**src/rtl/sync_trig_pkg.sv**
```systemverilog
package sync_trig_pkg;

  localparam int OFFSET_WORDS_W = 64;

  // Join the two configuration words and keep only the low w bits.
  function automatic logic [63:0] join_offset(input logic [31:0] lo,
                                              input logic [31:0] hi,
                                              input int w);
    logic [63:0] full;
    logic [63:0] mask;
    full = {hi, lo};
    if (w >= 64) mask = '1;
    else mask = (64'd1 << w) - 64'd1;
    return full & mask;
  endfunction

  // The counter has reached (or passed) the offset.
  function automatic logic reached(input logic [63:0] cnt,
                                   input logic [63:0] off);
    return cnt >= off;
  endfunction

endpackage

```
**src/rtl/sync_period_cnt.sv**
```systemverilog
module sync_period_cnt
  import sync_trig_pkg::*;
#(
  parameter int W = 40
) (
  input  logic         clk,
  input  logic         rst_n,
  input  logic         en,
  input  logic [W-1:0] off,
  output logic         hit
);

  logic [W-1:0] cnt;

  assign hit = en && reached(64'(cnt), 64'(off));

  always_ff @(posedge clk) begin
    if (!rst_n) cnt <= '0;
    else if (!en || hit) cnt <= '0;
    else cnt <= cnt + 1'b1;
  end


  cnt_idle_chk: assert property (@(posedge clk) disable iff (!rst_n)
    !en |=> (cnt == '0));

  hit_wrap_chk: assert property (@(posedge clk) disable iff (!rst_n)
    hit |=> (cnt == '0));

  cnt_step_chk: assert property (@(posedge clk) disable iff (!rst_n)
    (en && !hit) |=> (cnt == W'($past(cnt) + 1'b1)));

endmodule

```
**src/rtl/sync_ext_cond.sv**
```systemverilog
module sync_ext_cond #(
  parameter int USE_CDC = 1,
  parameter int STAGES  = 2
) (
  input  logic clk,
  input  logic rst_n,
  input  logic en,
  input  logic raw,
  output logic evt
);

  logic sig;
  logic prev;

  generate
    if (USE_CDC != 0) begin : g_cdc
      logic [STAGES-1:0] chain;
      always_ff @(posedge clk) begin
        if (!rst_n) chain <= '0;
        else chain <= {chain[STAGES-2:0], raw};
      end
      assign sig = chain[STAGES-1];
    end else begin : g_direct
      assign sig = raw;
    end
  endgenerate

  always_ff @(posedge clk) begin
    if (!rst_n) prev <= 1'b0;
    else prev <= sig;
  end

  assign evt = en && sig && !prev;


  ext_single_chk: assert property (@(posedge clk) disable iff (!rst_n)
    evt |=> !evt);

  ext_gate_chk: assert property (@(posedge clk) disable iff (!rst_n)
    !en |-> !evt);

endmodule

```
**src/rtl/sync_soft_bit.sv**
```systemverilog
module sync_soft_bit (
  input  logic clk,
  input  logic rst_n,
  input  logic wr,
  output logic bit_q,
  output logic evt
);

  always_ff @(posedge clk) begin
    if (!rst_n) bit_q <= 1'b0;
    else bit_q <= wr;
  end

  assign evt = bit_q;


  sw_clear_chk: assert property (@(posedge clk) disable iff (!rst_n)
    (bit_q && !wr) |=> !bit_q);

  sw_set_chk: assert property (@(posedge clk) disable iff (!rst_n)
    wr |=> bit_q);

endmodule

```
**src/rtl/sync_trigger_gen.sv**
```systemverilog
module sync_trigger_gen
  import sync_trig_pkg::*;
#(
  parameter int CNT_W      = 40,
  parameter int HAS_EXT    = 1,
  parameter int EXT_CDC    = 1,
  parameter int CDC_STAGES = 2
) (
  input  logic        clk,
  input  logic        rst_n,
  input  logic        int_enable,
  input  logic        ext_enable,
  input  logic        sw_trig_wr,
  input  logic [31:0] offset_lo,
  input  logic [31:0] offset_hi,
  input  logic        ext_sync_in,
  output logic        sync_pulse,
  output logic        sw_pending
);

  localparam int OFF_W = (CNT_W > 0) ? CNT_W : 1;

  logic int_hit;
  logic ext_evt;
  logic sw_evt;
  logic any_evt;

  generate
    if (CNT_W > 0) begin : g_int
      logic [63:0]    off_full;
      logic [OFF_W-1:0] off;
      assign off_full = join_offset(offset_lo, offset_hi, CNT_W);
      assign off      = off_full[OFF_W-1:0];
      sync_period_cnt #(.W(OFF_W)) u_period (
        .clk  (clk),
        .rst_n(rst_n),
        .en   (int_enable),
        .off  (off),
        .hit  (int_hit)
      );
    end else begin : g_no_int
      assign int_hit = 1'b0;
    end

    if (HAS_EXT != 0) begin : g_ext
      sync_ext_cond #(.USE_CDC(EXT_CDC), .STAGES(CDC_STAGES)) u_ext (
        .clk  (clk),
        .rst_n(rst_n),
        .en   (ext_enable),
        .raw  (ext_sync_in),
        .evt  (ext_evt)
      );
    end else begin : g_no_ext
      assign ext_evt = 1'b0;
    end
  endgenerate

  sync_soft_bit u_soft (
    .clk  (clk),
    .rst_n(rst_n),
    .wr   (sw_trig_wr),
    .bit_q(sw_pending),
    .evt  (sw_evt)
  );

  assign any_evt = int_hit | ext_evt | sw_evt;

  always_ff @(posedge clk) begin
    if (!rst_n) sync_pulse <= 1'b0;
    else sync_pulse <= any_evt;
  end


  pulse_follow_chk: assert property (@(posedge clk) disable iff (!rst_n)
    any_evt |=> sync_pulse);

  pulse_quiet_chk: assert property (@(posedge clk) disable iff (!rst_n)
    !any_evt |=> !sync_pulse);

  reset_out_chk: assert property (@(posedge clk)
    !rst_n |=> (!sync_pulse && !sw_pending));

endmodule

```
**config.mk**
```make
export PLATFORM = sky130hd
export DESIGN_NAME = sync_trigger_gen
export DESIGN_NICKNAME = d
export VERILOG_FILES = /design/src/rtl/sync_trig_pkg.sv /design/src/rtl/sync_period_cnt.sv /design/src/rtl/sync_ext_cond.sv /design/src/rtl/sync_soft_bit.sv /design/src/rtl/sync_trigger_gen.sv
export SDC_FILE = /design/constraint.sdc
export NUM_CORES = 1
export LEC_CHECK = 0
export ABC_AREA = 1
export BUFFER_PORTS_ARGS = -buffer_cell sky130_fd_sc_hd__buf_2
export CORE_UTILIZATION = 54
export CTS_CLUSTER_DIAMETER = 30
export DETAILED_ROUTE_END_ITERATION = 7
export PLACE_DENSITY = 0.81
export SYNTH_ARGS = -nofsm -noshare
export SYNTH_HDL_FRONTEND = slang
export SYNTH_SLANG_ARGS = --single-unit
```
**constraint.sdc**
```tcl
create_clock -name clk -period 2.8 [get_ports clk]
set_input_delay 0.84 -clock clk [delete_from_list [all_inputs] [get_ports clk]]
set_output_delay 0.84 -clock clk [all_outputs]
set_load 0.01 [all_outputs]
```
==> reports/results.tsv <==
stage	metric	value	unit
global_route	first-pass GRT wire length	12200	um
worst_setup_path	critical path cell sequence	buf_2, inv_1, ha_1, nand4_1, nor2_1, nand2_1, nor2_2, nand2_1, nor2_1, nand2_1, nand3_2, buf_12, nor2_1	
timing	max-slew violations	0	
worst_setup_path	Slowest Stage Delay on Critical Path	0.32	ns
worst_setup_path	CP max-delay cell	ha_1	
timing	Setup TNS	0	ns
place	IO Port Bufs	47	
die	Core Area	6030	um^2
timing	Worst-Margin Slew	0.429	ns
global_route	M1 GR Usage	0.291	
die	die area	6690	um^2
layout	commonest non-fill, non-tap cell in the layout	nand2_1	
global_route	total track usage	0.240	
worst_setup_path	Worst setup EP type	register	
clock_network	worst skew pair latency	0.30	ns
routing	drt pass-1 iters	4	
layout	number of diodes	0	
routing	Detail Route Antenna Nets	0	
logic_synthesis	Yosys warning count	0	
clock_network	clk sinks	45	
global_route	met3 usage	0.0378	
global_route	largest net degree at the start of global routing	21	
clock_network	CTS tree	yes	
logic_synthesis	Syn Nets	611	
place	dpl hpwl	6020	um
layout	fill count	564	
routing	Vias	3050	
job	Max Cap Violations	0	
clock_network	CTS Buf Count	5	
power	Power Density	294	nW/um^2
power	P_leak	1.82	nW
logic_synthesis	mapped cell area	3440	um^2
logic_synthesis	async set-reset flop share out of synthesis	0	
timing	Hold Violations, Final	0	
worst_setup_path	largest fanout on the critical path	20	
timing	max_slew headroom	0.713	
logic_synthesis	register bit total from synthesis	45	
clock_network	Root Driver	clkbuf_8	
logic_synthesis	Synth Instances	500	
timing	min Tclk post-route	2.32	ns
layout	Finished Cell Area	3830	um^2
timing	RSZ-0062 raised after global routing	false	
timing	worst hold margin	0.423	ns
global_route	grt total ovfl	0	
die	# IOs	72	
global_route	vias in the first global route	2851	
layout	Seq. cell area	901	um^2
routing	drt first-iter violations	176	
logic_synthesis	Seq/Total Area, Yosys	0.262	
die	Initial Util	0.570	
worst_setup_path	Top delay family on crit path	simple AND/OR/NAND/NOR gates	
die	Die Y	81.8	um
layout	Non-Filler Instances	626	
layout	area of the multi-input gates	2130	um^2
worst_setup_path	kind of critical path	in -> reg	
timing	Worst Skew	0.00642	ns
logic_synthesis	Syn Area/Cell	6.87	um^2
logic_synthesis	Synth Flop Type	dfxtp_1	
logic_synthesis	number of distinct library cells after synthesis	27	
clock_network	post-CTS setup buffers	0	
layout	Net count, final	663	
routing	mean number of vias per cell	4.87	
global_route	GR met2 Demand/Resource	0.436	
clock_network	CTS resizes	0	
timing	setup violators final	0	
clock_network	clk buf depth	2	
worst_setup_path	CP Launch Type	input port	
place	placer congestion estimate	0.931	
logic_synthesis	Post-synth EDFFs	0	
timing	fmax	431	MHz
worst_setup_path	WP data required	2.99	ns
routing	Routed Wire Length	7040	um
timing	crit share post-route	0.829	
worst_hold_path	Hold Crit Class	reg -> reg	
die	die width	81.8	um
routing	Routed WL per cell	11.3	um
outcome	outcome	finished clean	
worst_setup_path	Worst Path Buf+Inv	3	
place	DP Area	3760	um^2
layout	layout cell share with drive strength beyond 1	0.158	
power	worst vdd ir	0.000191	V
worst_setup_path	CP arrival	2.51	ns
global_route	layer carrying the most global-route usage	met2	
layout	commonest non-fill, non-tap cells in the layout	nand2_1 (114), inv_1 (93), nor2_1 (79), buf_2 (47), dfxtp_1 (45)	
layout	Area Growth Syn to Fin	11.6	%
routing	detailed-route DRC error count	0	
clock_network	Clock Pin Slew Worst Setup and Hold Paths	0.08	ns
die	Std-Cell Rows	28	
global_route	antenna violations before repair	0	
place	Inst Count DP	620	
clock_network	H-tree lvl count	2	
clock_network	cts hold-fix bufs	0	
==> path summary, 6_finish.rpt <==
kind | startpoint | end | slack, ns | cells past startpoint
max | offset_hi[7] | g_int.u_period.cnt[12] | 0.48 | 13
max reg2reg | g_int.u_period.cnt[35] | g_int.u_period.cnt[12] | 0.78 | 13
min | g_ext.u_ext.g_cdc.chain[0] | g_ext.u_ext.g_cdc.chain[1] | 0.42 | 2
min reg2reg | g_ext.u_ext.g_cdc.chain[0] | g_ext.u_ext.g_cdc.chain[1] | 0.42 | 2
==> report_power, final <==
part | internal (mW) | switching, mW
Sequential | 0.644 | 0.00268
Combinational | 0.0525 | 0.0549
Clock | 0.164 | 0.209
==> synthesized netlist by cell type, types with 3 or more instances <==
cell / n / area [um^2]
nand2_2: 3 / 18.8
nor2_1: 79 / 297
nand4_1: 8 / 50.1
inv_2: 4 / 15.0
nor3_1: 12 / 60.1
nand2_1: 114 / 428
xnor2_1: 15 / 131
inv_1: 93 / 349
ha_1: 41 / 513
a21oi_1: 16 / 80.1
dfxtp_1: 45 / 901
nor3_2: 5 / 50.1
nand3_1: 13 / 65.1
buf_6: 4 / 45.0
xor2_1: 22 / 193
nor2_2: 9 / 56.3
nand3_2: 3 / 30.0
==> sequential cells by signal, summed over array words and instances, names as in the netlist <==
| name | flops |
|---|---|
| g_ext.u_ext.g_cdc.chain | 2 |
| sync_pulse | 1 |
| g_ext.u_ext.prev | 1 |
| g_int.u_period.cnt | 40 |
| u_soft.bit_q | 1 |
==> area by class of cell <==
type | instances | share of cell area
multi-input combinational | 354 | 0.555
sequential | 45 | 0.235
inverter | 97 | 0.0950
timing repair buffer | 49 | 0.0718
tap | 75 | 0.0245
clock buffer | 5 | 0.0180
clock inverter | 1 | 0.00131
==> logic make-up after synthesis <==
kind of cell	synth area share
AND/OR/NAND/NOR	0.342
XOR/XNOR	0.0943
flip-flops	0.262
AO/OA/AOI/OAI	0.0331
adder cells (fa/ha/maj)	0.149
buffers and inverters	0.119
==> per-stage QoR <==
| stage | utilization | setup slack (ns) | power [mW] |
|---|---|---|---|
| global route | 0.636 | 0.334 | 1.18 |
| global placement | 0.624 | 0.153 | 0.763 |
| CTS | 0.636 | 0.442 | 1.14 |
| detailed placement | 0.624 | 0.138 | 0.771 |
| finish | 0.636 | 0.479 | 1.13 |
| floorplan | - | 0.607 | 0.724 |
==> tightest hold or removal path: cells and delay by family, from the launching register on <==
kind | cells | cell delay [ns]
buf+inv | 1 | 0.03
flops | 1 | 0.31
simple gates | 1 | 0.05
==> per-layer routing <==
layer	share of wire	routed length [um]
met1	0.45	3180
met2	0.49	3430
met3	0.045	318
met4	0.016	114
met5	0	0
Note: power is estimated with default switching activity, not from simulation.
